**src/rtl/gs_phase_pkg.sv**
```systemverilog
package gs_phase_pkg;

    localparam int unsigned GS_LEVEL_W = 6;
    localparam int unsigned GS_COLS    = 8;

    typedef enum logic [1:0] {
        DRV_REST = 2'b00,
        DRV_NEG  = 2'b01,
        DRV_POS  = 2'b10
    } drive_e;

endpackage

```
**src/rtl/gs_frame_counter.sv**
```systemverilog
module gs_frame_counter #(
    parameter int unsigned LEVEL_W = gs_phase_pkg::GS_LEVEL_W,
    localparam int unsigned CNT_W  = LEVEL_W + 1
) (
    input  logic             clk,
    input  logic             rst,
    input  logic             start_i,
    output logic             accept_o,
    output logic             nxt_active_o,
    output logic [CNT_W-1:0] nxt_cnt_o,
    output logic [CNT_W-1:0] cnt_o,
    output logic             busy_o,
    output logic             last_o,
    output logic             done_o
);

    localparam logic [CNT_W-1:0] CNT_MAX = {CNT_W{1'b1}};

    assign last_o       = busy_o && (cnt_o == CNT_MAX);
    assign accept_o     = start_i && (!busy_o || last_o);
    assign nxt_active_o = accept_o || (busy_o && !last_o);
    assign nxt_cnt_o    = accept_o ? '0 : cnt_o + 1'b1;

    always_ff @(posedge clk) begin
        if (rst) begin
            cnt_o  <= '0;
            busy_o <= 1'b0;
            done_o <= 1'b0;
        end else begin
            busy_o <= nxt_active_o;
            cnt_o  <= nxt_active_o ? nxt_cnt_o : '0;
            done_o <= last_o;
        end
    end

endmodule

```
**src/rtl/gs_column_cell.sv**
```systemverilog
module gs_column_cell #(
    parameter int unsigned LEVEL_W = gs_phase_pkg::GS_LEVEL_W,
    localparam int unsigned CNT_W  = LEVEL_W + 1
) (
    input  logic               clk,
    input  logic               rst,
    input  logic               accept_i,
    input  logic               nxt_active_i,
    input  logic [CNT_W-1:0]   nxt_cnt_i,
    input  logic [LEVEL_W-1:0] level_i,
    output gs_phase_pkg::drive_e drive_o
);
    import gs_phase_pkg::*;

    localparam logic [CNT_W:0] PULSE_LEN = (CNT_W+1)'(1) << LEVEL_W;

    logic [LEVEL_W-1:0] level_q;
    logic [LEVEL_W-1:0] level_use;
    logic [CNT_W:0]     k_ext;
    logic [CNT_W:0]     d_ext;
    drive_e             code_nxt;

    assign level_use = accept_i ? level_i : level_q;
    assign k_ext     = {1'b0, nxt_cnt_i};
    assign d_ext     = {2'b00, level_use};

    always_comb begin
        if (!nxt_active_i)
            code_nxt = DRV_REST;
        else if (k_ext <= d_ext)
            code_nxt = DRV_NEG;
        else if (k_ext <= d_ext + PULSE_LEN)
            code_nxt = DRV_POS;
        else
            code_nxt = DRV_NEG;
    end

    always_ff @(posedge clk) begin
        if (rst) begin
            level_q <= '0;
            drive_o <= DRV_REST;
        end else begin
            if (accept_i)
                level_q <= level_i;
            drive_o <= code_nxt;
        end
    end

endmodule

```
**src/rtl/gs_phase_gen.sv**
```systemverilog
module gs_phase_gen #(
    parameter int unsigned NUM_COLS = gs_phase_pkg::GS_COLS,
    parameter int unsigned LEVEL_W  = gs_phase_pkg::GS_LEVEL_W
) (
    input  logic                        clk,
    input  logic                        rst,
    input  logic                        start_i,
    input  logic [NUM_COLS*LEVEL_W-1:0] level_i,
    output logic [NUM_COLS*2-1:0]       drive_o,
    output logic                        done_o
);
    import gs_phase_pkg::*;

    localparam int unsigned CNT_W = LEVEL_W + 1;

    logic             accept;
    logic             nxt_active;
    logic [CNT_W-1:0] nxt_cnt;
    logic [CNT_W-1:0] cnt;
    logic             busy;
    logic             last;

    gs_frame_counter #(.LEVEL_W(LEVEL_W)) cnt_i (
        .clk          (clk),
        .rst          (rst),
        .start_i      (start_i),
        .accept_o     (accept),
        .nxt_active_o (nxt_active),
        .nxt_cnt_o    (nxt_cnt),
        .cnt_o        (cnt),
        .busy_o       (busy),
        .last_o       (last),
        .done_o       (done_o)
    );

    for (genvar c = 0; c < NUM_COLS; c++) begin : g_col
        drive_e code;
        gs_column_cell #(.LEVEL_W(LEVEL_W)) cell_i (
            .clk          (clk),
            .rst          (rst),
            .accept_i     (accept),
            .nxt_active_i (nxt_active),
            .nxt_cnt_i    (nxt_cnt),
            .level_i      (level_i[c*LEVEL_W +: LEVEL_W]),
            .drive_o      (code)
        );
        assign drive_o[c*2 +: 2] = code;
    end

endmodule

```
**config.mk**
```make
export PLATFORM = sky130hd
export DESIGN_NAME = gs_phase_gen
export DESIGN_NICKNAME = d
export VERILOG_FILES = /design/src/rtl/gs_phase_pkg.sv /design/src/rtl/gs_frame_counter.sv /design/src/rtl/gs_column_cell.sv /design/src/rtl/gs_phase_gen.sv
export SDC_FILE = /design/constraint.sdc
export NUM_CORES = 1
export LEC_CHECK = 0
export BUFFER_PORTS_ARGS = -buffer_cell sky130_fd_sc_hd__buf_2
export CAP_MARGIN = 10
export CORE_MARGIN = 2
export CORE_UTILIZATION = 30
export CTS_CLUSTER_SIZE = 12
export DETAILED_ROUTE_END_ITERATION = 10
export SETUP_SLACK_MARGIN = 0.2
export SYNTH_ARGS = -nofsm -noshare
export SYNTH_HDL_FRONTEND = slang
export SYNTH_SLANG_ARGS = --single-unit
```
**constraint.sdc**
```tcl
create_clock -name clk -period 2.8 [get_ports clk]
set_clock_uncertainty 0.05 [all_clocks]
set_input_delay 0.28 -clock clk [delete_from_list [all_inputs] [get_ports clk]]
set_output_delay 0.28 -clock clk [all_outputs]
set_load 0.03 [all_outputs]
```
Word-level counts from Yosys, hierarchy flattened

Cells that the tools add are included.

Add/subtract/negate cells: 9
Reduce and logical (&&, ||, !) cells: 16
Eq/ne operators: 1
Divide/modulo/power cells: 0
Bitwise logic cells: 1
Shift-type cells: 0
Mux-type cells: 25
Multipliers: 0
$lt $le $gt $ge: 16

Operators with widths:

| operator                                                      | count |
|---|---|
| 6-bit by 7-bit adder with 8-bit output, second input constant | 8 |
| 7-bit by 8-bit less-or-equal comparator with 1-bit output     | 8 |
| 7-bit by 6-bit less-or-equal comparator with 1-bit output     | 8 |
| 6-bit two-way mux                                             | 8 |
| 3-bit OR reduction                                            | 8 |
| 2-bit two-way mux                                             | 8 |
| 1-bit two-way mux                                             | 8 |
| 7-bit by 1-bit adder with 7-bit output, second input constant | 1 |
| 7-bit equality test, second input constant                    | 1 |
| 7-bit two-way mux                                             | 1 |
| 1-bit logical AND                                             | 3 |
| 1-bit zero test                                               | 2 |
| 1-bit logical OR                                              | 2 |
| 2-bit OR reduction                                            | 1 |
| 1-bit inverter                                                | 1 |

Bits in writable memories: 0
Bits in registers: 73
Memories kept: 0
Output and inout bits: 17
Memory bits (read-only): 0
Logic and storage cells: 95
Bits in latches: 0
Bits of input ports: 51

Logic depth before layout (Yosys ltp)

Gate-level depths: netlist (run 1).

Depth in word-level cells: 9
Depth in mapped cells: 11
Mapped depth without buffers: 9

Cells and area by module

From an unflattened synthesis (run 1), not the netlist that was laid out.

Cell total of the unflattened synthesis: 377
Area, all modules: 3,946.3 µm²

By module, submodules not included:

| module           | instances | area an instance (µm²) | seq. area each (µm²) | cells an instance |
|---|---|---|---|---|
| gs_column_cell   | 8         | 440.4                  | 160.2                | 41 |
| gs_frame_counter | 1         | 422.9                  | 180.2                | 49 |

Worst setup path after synthesis (run 1)

Ideal clock, no wire load.

Path type: reg-to-reg
From: reg cnt_i.cnt_o[0]
To: reg g_col[2].cell_i.drive_o[0]
Library setup time: 0.072 ns
Setup slack: 0.204 ns
Period minus slack after synthesis: 2.596 ns
Arrival time: 2.474 ns
Cell stages (with the launch flop): 12
Path buffers: 2
Data required time: 2.678 ns
Path through: dfxtp_1 -> ha_1 -> nand3_1 -> o32ai_4 -> buf_6 -> buf_12 -> mux2i_1 -> ha_1 -> and3_1 -> nand4_1 -> a21boi_0 -> mux2i_1

Word-level cells in the longest chain between the ends: 9
Elaborated cells between the ends (all ways): 17
Classes of those cells: add/sub (2); order compare (2); eq/ne (1); mux (4); bitwise (1); reduce/logical (7)

RTL lines:

| element                                                   | line                   | source |
|---|---|---|
| start: declaration                                        | gs_frame_counter.sv:11 | `output logic [CNT_W-1:0] cnt_o,` |
| start signal: assignment                                  | gs_frame_counter.sv:31 | `cnt_o <= nxt_active_o ? nxt_cnt_o : '0;` |
| 7-bit equality test                                       | gs_frame_counter.sv:19 | `assign last_o = busy_o && (cnt_o == CNT_MAX);` |
| 1-bit logical AND                                         | gs_frame_counter.sv:19 |  |
| 1-bit logical OR                                          | gs_frame_counter.sv:20 | `assign accept_o = start_i && (!busy_o \|\| last_o);` |
| 1-bit logical AND                                         | gs_frame_counter.sv:20 |  |
| 6-bit two-way mux                                         | -                      |  |
| 6-bit by 7-bit adder with 8-bit output                    | gs_column_cell.sv:32   | `else if (k_ext <= d_ext + PULSE_LEN)` |
| 7-bit by 8-bit less-or-equal comparator with 1-bit output | gs_column_cell.sv:32   |  |
| 2-bit two-way mux                                         | gs_column_cell.sv:32   |  |
| 1-bit two-way mux                                         | gs_column_cell.sv:30   | `else if (k_ext <= d_ext)` |
| end signal: assignment                                    | gs_column_cell.sv:45   | `drive_o <= code_nxt;` |
| end: declaration                                          | gs_column_cell.sv:11   | `output gs_phase_pkg::drive_e drive_o` |

Parallel ways exist; a longest one is shown, timed or not.
A chain may end at the register's enable or synchronous reset.

Worst setup path after layout (run 1)

From: reg cnt_i.cnt_o[0]
To: reg g_col[7].cell_i.drive_o[0]

Word-level cells in the longest chain between the ends: 9
Elaborated cells between the ends (all ways): 17
Classes of those cells: add/sub (2); order compare (2); eq/ne (1); mux (4); bitwise (1); reduce/logical (7)

RTL lines:

| element                                                   | line |
|---|---|
| 7-bit equality test                                       | gs_frame_counter.sv:19 |
| 1-bit logical AND                                         | gs_frame_counter.sv:19 |
| 1-bit logical OR                                          | gs_frame_counter.sv:20 |
| 1-bit logical AND                                         | gs_frame_counter.sv:20 |
| 6-bit two-way mux                                         | - |
| 6-bit by 7-bit adder with 8-bit output                    | gs_column_cell.sv:32 |
| 7-bit by 8-bit less-or-equal comparator with 1-bit output | gs_column_cell.sv:32 |
| 2-bit two-way mux                                         | gs_column_cell.sv:32 |
| 1-bit two-way mux                                         | gs_column_cell.sv:30 |
| end signal: assignment                                    | gs_column_cell.sv:45 |
| end: declaration                                          | gs_column_cell.sv:11 |

Parallel ways exist; a longest one is shown, timed or not.

==> impl_metrics.csv, run 1 <==
group,metric,value,unit
status,status,"finished, final reports clean",
global_route,grt_pass1_wl,15.39,mm
timing,fin_tns_setup,0,ns
logic_synthesis,yosysSeqAreaShare,39.29,%
placement,dpl.hpwl,6.444,mm
global_route,grt_max_degree,44,
logic_synthesis,synth-warning-count,0,
worst_setup_path,timing.rr.end,"g_col[7].cell_i.drive_o[0]",
worst_setup_path,cp_slowest_stage_delay,0.36,ns
logic_synthesis,synth-async-reset-ratio,0,%
final_layout,final_common_cell,"dfxtp_1",
logic_synthesis,syn-cell-area,3720,µm²
global_route,use_met2,24.91,%
global_route,antenna_found_initial,1,
timing,hold_violations,0,
clocking,path_clk_slew,0.06,ns
drt,vias,3012,
worst_setup_path,cp.depth,13,
clocking,cts_hold_buf,0,
placement,place_congestion,0.8385,
power,internal-power,2.175,mW
worst_setup_path,cp_data_arrival_time,2.90,ns
final_layout,fin_util,46.94,%
logic_synthesis,synthTopCellsByArea,"dfxtp_1 39%, ha_1 16%, mux2i_1 15%",
worst_setup_path,crit_end,"g_col[7].cell_i.drive_o[0]",
logic_synthesis,ys_seq_elements,73,
worst_setup_path,critPathBufInv,4,
worst_setup_path,timing.rr.start,"cnt_i.cnt_o[0]",
timing,tightest_slew,0.7406,ns
final_layout,fin_nets,550,
final_layout,antenna_cells,0,
logic_synthesis,synth_top_area_share,39.29,%
placement,dp.cells,581,
timing,rsz0062_at_grt,"true",
global_route,grt.overflow.total,0,
worst_setup_path,crit_path_max_fanout,5,
power,finalPower,2.987,mW
worst_setup_path,crit_chain,"ha_4 -> nand3_4 -> o32ai_4 -> buf_6 -> buf_8 -> buf_12 -> buf_16 -> mux2i_4 -> ha_4 -> and4_4 -> o21ai_2 -> a32oi_2 -> mux2i_1",
worst_setup_path,rr_worst_depth,13,
timing,period_needed,2.699,ns
final_layout,stdcell_count,623,
global_route,met1_usage,20.14,%
floorplanning,fp.dieW,115.4,µm
logic_synthesis,synth_top_cell_by_area,"dfxtp_1",
global_route,grt-busiest-layer,"met2",
clocking,cts.path.max_buffers,2,
floorplanning,pin_count,68,
drt,wire_per_inst,15.91,µm
timing,min_period_over_period,96.41,%
logic_synthesis,synth_edf_count,0,
final_layout,layout_common_cells,"70 x dfxtp_1, 67 x buf_2, 44 x nor2_1",
clocking,cts_buffers,9,
power,combPwrFrac,24.4,%
drt,drc,0,
worst_setup_path,cpMaxStageDelayCell,"dfxtp_2",
clocking,h-tree-depth,3,
logic_synthesis,yosys_most_used_dff,"dfxtp_1",
power,powerDensity,527.5,nW/µm²
power,peakVddDrop,0.2664,mV
power,power.switching,0.8117,mW
clocking,cts_sinks,73,
placement,dp_slack,-0.2436,ns
timing,setup_slack,0.1006,ns
logic_synthesis,synth.avg_cell_area,10.72,µm²
global_route,grt_pass1_vias,2982,
clocking,cts_root_buf,"clkbuf_16",
worst_setup_path,crit_family,"compound AO/OA/AOI/OAI gates",
job,drv_cap,0,
power,seqPwrFrac,38.1,%
final_layout,area_growth_syn_to_layout,52.20,%
worst_setup_path,cp-start-kind,"flip-flop",
drt,antenna_left,0,
floorplanning,num_rows,40,
drt,drtPass1Iterations,4,
floorplanning,fp.dieArea,13310,µm²
placement,port_buffers,67,
timing,drv_slew,0,
worst_setup_path,crit_required,3.01,ns
worst_setup_path,critPathLaunch,"cnt_i.cnt_o[0]",
worst_setup_path,setup.worst_path.end_class,"flip-flop",
logic_synthesis,synth_cell_types,37,
worst_setup_path,critical_path_class,"flip-flop to flip-flop",
timing,setup_violations,0,
power,clkPwrFrac,37.5,%
min_path,hp-class,"input pin to flip-flop",
worst_setup_path,path_common_cell,"ha_4",
global_route,met3_usage,3.005,%
clocking,cts_tree,"built",
power,power_leakage,2.425,nW
drt,route.final.wire_length,9.910,mm
drt,via_per_inst,4.835,
logic_synthesis,postSynthCellCount,347,
timing,max_freq,370.5,MHz
power,power.share.switching,27.17,%
global_route,gr-usage-all-layers,15.35,%
worst_setup_path,reg2reg_slack,0.10,ns
floorplanning,coreArea,12060,µm²
final_layout,drive_above_1_share,49.01,%
floorplanning,die_h,115.4,µm
drt,drt-initial-drc-count,200,
timing,slew-limit-headroom,50.62,%
clocking,insertion_delay,0.33,ns
logic_synthesis,synth_nets,447,
floorplanning,initial_utilization,30.84,%
## sequential cells by signal, indices dropped and copies added, names as in the netlist
name	count
cnt_i.busy_o	1
g_col.cell_i.level_q	48
cnt_i.done_o	1
g_col.cell_i.drive_o	16
cnt_i.cnt_o	7
## cell usage after synthesis, drive strengths merged (4+ instances only)
library cell	n
a32oi	5
mux2	8
nor2	48
a41o	5
nand3	6
clkbuf	5
nor2b	14
inv	4
dfxtp	73
ha	49
buf	9
a21o	12
o21ai	9
mux2i	56
a21oi	10
nor3	5
and4	5
## tightest hold or removal path, stage by stage
cell	delay [ns]
buf_2	0.10
mux2i_4	0.07
nor2_1	0.08
## area by class of cell
cell class | instances | area (µm²)
clock buffers | 14 | 284.0
clock inverters | 2 | 10.01
well taps | 168 | 210.2
multi-input cells | 256 | 2887
flip-flops and latches | 73 | 1465
inverters | 4 | 15.01
repair buffers | 106 | 790.8
fillers | 1073 | 6400
## cell families (layout without fill, tap and decap cells)
kind of cell / Yosys count / in the layout / synth area share (%)
AO/OA/AOI/OAI: 47 / 47 / 9.486
buffers and inverters: 18 / 126 / 3.969
adder cells (fa/ha/maj): 49 / 49 / 16.48
AND/OR/NAND/NOR: 92 / 92 / 12.34
flip-flops: 73 / 73 / 39.29
multiplexers: 64 / 64 / 17.49
XOR/XNOR: 4 / 4 / 0.9420
## routing by layer
| layer | routed length, µm | share of wire, % |
|---|---|---|
| met1 | 4633 | 47 |
| met2 | 4597 | 46 |
| met3 | 468 | 4.7 |
| met4 | 210 | 2.1 |
| met5 | 0 | 0 |
## power groups by stage
stage / logic, mW / registers [mW] / clock network (mW)
after floorplan: 0.297 / 1.18 / 0
after global placement: 0.458 / 1.15 / 0
after detailed placement: 0.475 / 1.14 / 0
after CTS: 0.648 / 1.13 / 1.14
after global routing: 0.788 / 1.14 / 1.19
final: 0.728 / 1.14 / 1.12
## worst min path at each step
stage / startpoint / end / slack [ns] / depth (start not counted)
after floorplan: level_i[5] / g_col[0].cell_i.level_q[5] / 0.40 / 2
after global placement: g_col[5].cell_i.level_q[4] / g_col[5].cell_i.level_q[4] / 0.43 / 2
after detailed placement: g_col[5].cell_i.level_q[4] / g_col[5].cell_i.level_q[4] / 0.44 / 2
after CTS: level_i[28] / g_col[4].cell_i.level_q[4] / 0.17 / 3
after global routing: level_i[10] / g_col[1].cell_i.level_q[4] / 0.17 / 3
final: level_i[32] / g_col[5].cell_i.level_q[2] / 0.17 / 3
## repair_timing
| item | 4_1_cts | 5_1_grt |
|---|---|---|
| cloned | 3 | 1 |
| setup buffers | 13 | 9 |
| pin swaps | 18 | 26 |
| gates resized for setup | 120 | 46 |
| endpoints found under the setup margin | 16 | 16 |
## per-stage QoR
| step | area (µm²) | hold WS [ns] |
|---|---|---|
| global placement | 4243 | 0.4254 |
| detailed placement | 4243 | 0.4367 |
| finish | 5662 | 0.1713 |
| CTS | 5343 | 0.1667 |
| floorplan | 3720 | 0.4026 |
| global route | 5662 | 0.1748 |
Power figures use the tool's default switching activity.
==> inputs of run 2 (changes only) <==
--- a/config.mk
+++ b/config.mk
@@ -5,6 +5,7 @@
 export SDC_FILE = /design/constraint.sdc
 export NUM_CORES = 1
 export LEC_CHECK = 0
+export ABC_AREA = 1
 export BUFFER_PORTS_ARGS = -buffer_cell sky130_fd_sc_hd__buf_2
 export CAP_MARGIN = 10
 export CORE_MARGIN = 2
==> impl_metrics.csv, run 2 <==
group,metric,value,unit
clocking,path_clk_slew,0.06,ns
logic_synthesis,syn-cell-area,4150,µm²
floorplanning,coreArea,13400,µm²
floorplanning,die_h,121.6,µm
drt,via_per_inst,4.636,
worst_setup_path,cp-start-kind,"flip-flop",
placement,dp.cells,764,
power,power.switching,0.8572,mW
min_path,hp-class,"input pin to flip-flop",
worst_setup_path,crit_required,2.96,ns
power,powerDensity,572.2,nW/µm²
timing,min_period_over_period,95.55,%
final_layout,final_area,5418,µm²
drt,wire_per_inst,14.11,µm
logic_synthesis,synth_top_area_share,35.21,%
worst_setup_path,critical_path_class,"flip-flop to flip-flop",
clocking,cts_root_buf,"clkbuf_16",
clocking,cts_buffers,9,
floorplanning,initial_utilization,30.97,%
final_layout,layout_common_cells,"103 x nand2_1, 71 x dfxtp_1, 67 x buf_2",
floorplanning,num_rows,42,
clocking,h-tree-depth,3,
worst_setup_path,setup.worst_path.end_class,"flip-flop",
timing,max_freq,373.8,MHz
global_route,grt_max_degree,50,
power,internal-power,2.243,mW
timing,setup_slack,0.1245,ns
worst_setup_path,cp_slowest_stage_delay,0.36,ns
timing,timing.hold.ws,0.1449,ns
drt,route.final.wire_length,11.22,mm
timing,period_needed,2.676,ns
final_layout,largest_register_ffs,48,
worst_setup_path,crit_chain,"ha_4 -> nand2_2 -> nor2_2 -> nand2_1 -> nand2_2 -> nand2_8 -> buf_4 -> clkbuf_16 -> or2_0 -> o21ai_2 -> ha_1 -> nand2_1 -> inv_1 -> a21oi_1 -> nand3_1 -> nand2_1 -> nand2_1 -> nand2_1 -> nor2_1",
worst_setup_path,reg2reg_slack,0.12,ns
worst_setup_path,timing.rr.end,"g_col[7].cell_i.drive_o[0]",
power,clkPwrFrac,43.1,%
worst_setup_path,crit_path_max_fanout,7,
logic_synthesis,synth_nets,635,
global_route,grt_pass1_vias,3695,
clocking,cts_sinks,73,
timing,drv_slew,0,
logic_synthesis,yosysSeqAreaShare,35.21,%
final_layout,fillers,1322,
worst_setup_path,timing.rr.start,"cnt_i.cnt_o[0]",
logic_synthesis,synth-async-reset-ratio,0,%
final_layout,antenna_cells,0,
global_route,antenna_found_initial,0,
drt,drc,0,
logic_synthesis,synth-warning-count,0,
logic_synthesis,synth.avg_cell_area,7.757,µm²
final_layout,area_growth_syn_to_layout,30.54,%
drt,drt-initial-drc-count,141,
drt,vias,3686,
logic_synthesis,synthTopCellsByArea,"dfxtp_1 35%, ha_1 15%, nand2_1 10%",
timing,tightest_slew,0.5475,ns
power,power.share.switching,27.65,%
placement,dp_slack,-0.08540,ns
floorplanning,pin_count,68,
global_route,gr-usage-all-layers,15.18,%
drt,drtPass1Iterations,4,
drt,antenna_left,0,
logic_synthesis,synth_edf_count,0,
worst_setup_path,path_common_cell,"nand2_1",
final_layout,drive_above_1_share,33.60,%
power,finalPower,3.100,mW
timing,fin_tns_setup,0,ns
logic_synthesis,postSynthCellCount,535,
logic_synthesis,synth_top_cell_by_area,"dfxtp_1",
logic_synthesis,synth_cell_types,26,
worst_setup_path,critPathLaunch,"cnt_i.cnt_o[0]",
power,combPwrFrac,20.1,%
floorplanning,fp.dieArea,14790,µm²
floorplanning,fp.dieW,121.6,µm
worst_setup_path,rr_worst_depth,19,
final_layout,fin_nets,714,
timing,hold_violations,0,
final_layout,fin_util,40.43,%
timing,rsz0062_at_grt,"true",
placement,place_congestion,0.8171,
clocking,insertion_delay,0.33,ns
worst_setup_path,cp_data_arrival_time,2.83,ns
worst_setup_path,cpMaxStageDelayCell,"dfxtp_2",
final_layout,regMostFlops,"g_col.cell_i.level_q",
final_layout,final_common_cell,"nand2_1",
placement,port_buffers,67,
power,peakVddDrop,0.3447,mV
clocking,cts_tree,"built",
placement,dpl.hpwl,7.448,mm
global_route,grt.overflow.total,0,
placement,placed_area,4593,µm²
clocking,cts.path.max_buffers,2,
job,drv_cap,0,
status,status,"finished, final reports clean",
worst_setup_path,crit_end,"g_col[7].cell_i.drive_o[0]",
global_route,grt_pass1_wl,17.40,mm
power,seqPwrFrac,36.8,%
logic_synthesis,yosys_most_used_dff,"dfxtp_1",
final_layout,reg_top3,"g_col.cell_i.level_q: 48 flops, g_col.cell_i.drive_o: 16 flops, cnt_i.cnt_o: 7 flops",
logic_synthesis,synth.most_common_cell,"nand2_1",
timing,setup_violations,0,
final_layout,stdcell_count,795,
power,power_leakage,2.566,nW
logic_synthesis,yosys-top-cells-count,"116 x nand2_1, 73 x dfxtp_1, 73 x nor2_1",
logic_synthesis,ys_seq_elements,73,
timing,slew-limit-headroom,63.50,%
run 2: logic make-up (layout without fill, tap and decap cells):
group	Yosys count	after routing	synth area share [%]
AO/OA/AOI/OAI	70	70	12.39
XOR/XNOR	2	2	0.4221
adder cells (fa/ha/maj)	49	49	14.77
buffers and inverters	61	145	7.507
flip-flops	73	73	35.21
AND/OR/NAND/NOR	280	280	29.70
run 2: worst min path at each step:
stage | end | startpoint | slack (ns) | cells after the start
after floorplan | cnt_i.done_o | cnt_i.busy_o | 0.38 | 2
after global placement | g_col[6].cell_i.level_q[0] | g_col[6].cell_i.level_q[0] | 0.41 | 2
after detailed placement | g_col[4].cell_i.level_q[0] | g_col[4].cell_i.level_q[0] | 0.41 | 2
after CTS | cnt_i.busy_o | rst | 0.14 | 2
after global routing | cnt_i.busy_o | rst | 0.15 | 2
final | cnt_i.busy_o | rst | 0.14 | 2
run 2: cell type report:
cell class / instances / area, µm² / area share (%)
repair buffers: 88 / 626.9 / 11.57
multi-input cells: 401 / 2601 / 48.01
flip-flops and latches: 73 / 1464 / 27.02
well taps: 176 / 220.2 / 4.065
clock inverters: 6 / 115.1 / 2.125
clock buffers: 10 / 229.0 / 4.226
inverters: 41 / 161.4 / 2.979
run 2: worst max-delay path, delay by kind of cell, from the launching register on:
| family | cells | cell delay, ns |
|---|---|---|
| flip-flops | 1 | 0.36 |
| buffers and inverters | 3 | 0.37 |
| AND/OR/NAND/NOR | 12 | 1.16 |
| AO/OA/AOI/OAI | 2 | 0.22 |
| adder cells (fa/ha/maj) | 2 | 0.40 |
run 2: what timing repair did:
item / 4_1_cts / 5_1_grt
gates resized for setup: 23 / 48
cloned: 1 / 4
setup endpoints to repair: 16 / 16
buffers inserted: 2 / 8
hold buffers: 0 / 0
pin swaps: 1 / 31
run 2: power by group through the flow:
stage	clock network, mW	logic (mW)	registers [mW]
6_report	1.34	0.624	1.14
5_1_grt	1.40	0.705	1.15
4_1_cts	1.36	0.554	1.14
3_5_place_dp	0	0.524	1.16
3_3_place_gp	0	0.505	1.16
2_1_floorplan	0	0.365	1.19
run 2: per-layer routing:
layer  wire length (µm)  GRT usage, %
met1               4589         16.97
met2               5916         28.27
met3                487         3.230
met4                224         5.388
met5                  0             0
==> inputs of run 3 (changes only) <==
--- a/config.mk
+++ b/config.mk
@@ -5,13 +5,13 @@
 export SDC_FILE = /design/constraint.sdc
 export NUM_CORES = 1
 export LEC_CHECK = 0
-export ABC_AREA = 1
 export BUFFER_PORTS_ARGS = -buffer_cell sky130_fd_sc_hd__buf_2
 export CAP_MARGIN = 10
 export CORE_MARGIN = 2
 export CORE_UTILIZATION = 30
 export CTS_CLUSTER_SIZE = 12
 export DETAILED_ROUTE_END_ITERATION = 10
+export PLACE_DENSITY = 0.57
 export SETUP_SLACK_MARGIN = 0.2
 export SYNTH_ARGS = -nofsm -noshare
 export SYNTH_HDL_FRONTEND = slang
==> impl_metrics.csv, run 3 (synthesis results as in run 1) <==
group,metric,value,unit
floorplanning,num_rows,40,
placement,dpl.hpwl,6.447,mm
drt,route.final.wire_length,10.47,mm
final_layout,regMostFlops,"g_col.cell_i.level_q",
placement,dp_slack,-0.2784,ns
floorplanning,coreArea,12060,µm²
worst_setup_path,cpMaxStageDelayCell,"dfxtp_1",
floorplanning,initial_utilization,30.84,%
worst_setup_path,cp-start-kind,"flip-flop",
final_layout,fin_util,48.04,%
global_route,grt_pass1_wl,15.48,mm
clocking,cts.path.max_buffers,2,
global_route,grt.overflow.total,0,
timing,timing.hold.ws,0.1581,ns
drt,antenna_left,0,
worst_setup_path,crit_required,3.02,ns
worst_setup_path,reg2reg_slack,0.04,ns
timing,setup_slack,0.04302,ns
drt,wire_per_inst,16.53,µm
worst_setup_path,timing.rr.start,"cnt_i.cnt_o[2]",
drt,drc,0,
final_layout,final_common_cell,"dfxtp_1",
clocking,cts_hold_buf,0,
final_layout,final_area,5794,µm²
placement,placed_area,4258,µm²
timing,slew-limit-headroom,55.19,%
clocking,cts_tree,"built",
timing,setup_violations,0,
global_route,antenna_found_initial,0,
timing,rsz0062_at_grt,"true",
clocking,cts_sinks,73,
clocking,cts_root_buf,"clkbuf_16",
global_route,grt_max_degree,33,
status,status,"finished, final reports clean",
floorplanning,fp.dieArea,13310,µm²
floorplanning,fp.dieW,115.4,µm
clocking,cts_buffers,9,
global_route,gr-usage-all-layers,15.59,%
clocking,path_clk_slew,0.06,ns
min_path,hp-class,"input pin to flip-flop",
timing,max_freq,362.7,MHz
drt,drt-initial-drc-count,116,
worst_setup_path,critPathLaunch,"cnt_i.cnt_o[2]",
global_route,grt_pass1_vias,3047,
placement,place_congestion,0.8108,
final_layout,fin_nets,560,
power,power_leakage,2.467,nW
worst_setup_path,critical_path_class,"flip-flop to flip-flop",
floorplanning,pin_count,68,
power,powerDensity,529.0,nW/µm²
worst_setup_path,crit_chain,"nand3_4 -> o32ai_4 -> buf_12 -> buf_12 -> buf_12 -> buf_16 -> buf_4 -> mux2_4 -> ha_1 -> nor2b_1 -> o21ai_2 -> a32oi_4 -> mux2i_1",
power,peakVddDrop,0.2829,mV
final_layout,drive_above_1_share,49.14,%
final_layout,layout_common_cells,"70 x dfxtp_1, 67 x buf_2, 44 x nor2_1",
worst_setup_path,cp_data_arrival_time,2.98,ns
final_layout,reg_top3,"g_col.cell_i.level_q: 48 flops, g_col.cell_i.drive_o: 16 flops, cnt_i.cnt_o: 7 flops",
timing,fin_tns_setup,0,ns
drt,via_per_inst,4.831,
drt,drtPass1Iterations,4,
worst_setup_path,path_common_cell,"buf_12",
final_layout,area_growth_syn_to_layout,55.77,%
timing,min_period_over_period,98.46,%
floorplanning,die_h,115.4,µm
min_path,hold_path.startpoint,"level_i[26]",
final_layout,largest_register_ffs,48,
clocking,insertion_delay,0.35,ns
worst_setup_path,crit_path_max_fanout,8,
placement,port_buffers,67,
worst_setup_path,setup.worst_path.end_class,"flip-flop",
job,drv_cap,0,
clocking,h-tree-depth,3,
timing,drv_slew,0,
timing,tightest_slew,0.6721,ns
timing,hold_violations,0,
worst_setup_path,cp_slowest_stage_delay,0.46,ns
timing,period_needed,2.757,ns
drt,vias,3058,
-- run 3: cell types whose count changed in the layout (fill, tap and decap cells not counted), moves of 14 or more --
| cell | before | now |
|---|---|---|
| ha_1 | 44 | 29 |
| a21oi_1 | 17 | 3 |
| o21ai_2 | 39 | 3 |
| nand2_1 | 103 | 1 |
| mux2i_1 | 0 | 20 |
| nor2_1 | 62 | 44 |
| nand2_2 | 16 | 2 |
| inv_1 | 37 | 4 |
| mux2i_4 | 0 | 33 |
| buf_4 | 10 | 36 |
| or2_1 | 29 | 0 |
| nand3_1 | 27 | 5 |
-- run 3: what timing repair did --
item / 4_1_cts / 5_1_grt
pin swaps: 20 / 22
buffers inserted: 19 / 13
gates cloned: 2 / 0
endpoints found under the setup margin: 16 / 16
resized for setup: 112 / 54
-- run 3: power by group --
group | internal [mW] | total, mW | switching [mW]
registers | 1.10 | 1.14 | 0.0340
clock network | 0.679 | 1.14 | 0.457
logic | 0.413 | 0.790 | 0.377
total | 2.20 | 3.07 | 0.868
-- run 3: final cells by class --
cell class | instances | area [µm²]
timing repair buffer | 116 | 875.8
sequential | 73 | 1468
antenna | 1 | 2.502
inverter | 4 | 15.01
clock inverter | 6 | 60.06
tap | 168 | 210.2
multi-input combinational | 256 | 2938
fill | 1066 | 6267
clock buffer | 9 | 225.2
-- run 3: per-stage QoR --
stage / instances / power (mW)
after detailed placement: 583 / 1.628
after CTS: 619 / 2.965
after global routing: 632 / 3.192
after floorplan: 347 / 1.479
after global placement: 583 / 1.615
final: 633 / 3.065
-- run 3: final timing paths --
kind                                end  cells after the start
max          g_col[7].cell_i.drive_o[1]                     13
min          g_col[4].cell_i.level_q[2]                      3
max reg2reg  g_col[7].cell_i.drive_o[1]                     13
min reg2reg  g_col[7].cell_i.level_q[2]                      2
-- run 3: layer usage --
metal | share of wire (%) | global-route usage [%] | vias up
met2 | 48 | 24.44 | 76
met5 | 0 | 0 | -
li1 | - | - | 1489
met1 | 45 | 20.09 | 1473
met3 | 4.6 | 4.850 | 20
met4 | 2.5 | 5.944 | 0
-- run 3: critical path, delay by kind of cell (launching register included) --
| family | cells | cell delay, ns |
|---|---|---|
| AND/OR/NAND/NOR | 2 | 0.25 |
| flip-flops | 1 | 0.46 |
| buffers and inverters | 5 | 0.65 |
| AO/OA/AOI/OAI | 3 | 0.57 |
| multiplexers | 2 | 0.50 |
| adder cells (fa/ha/maj) | 1 | 0.18 |
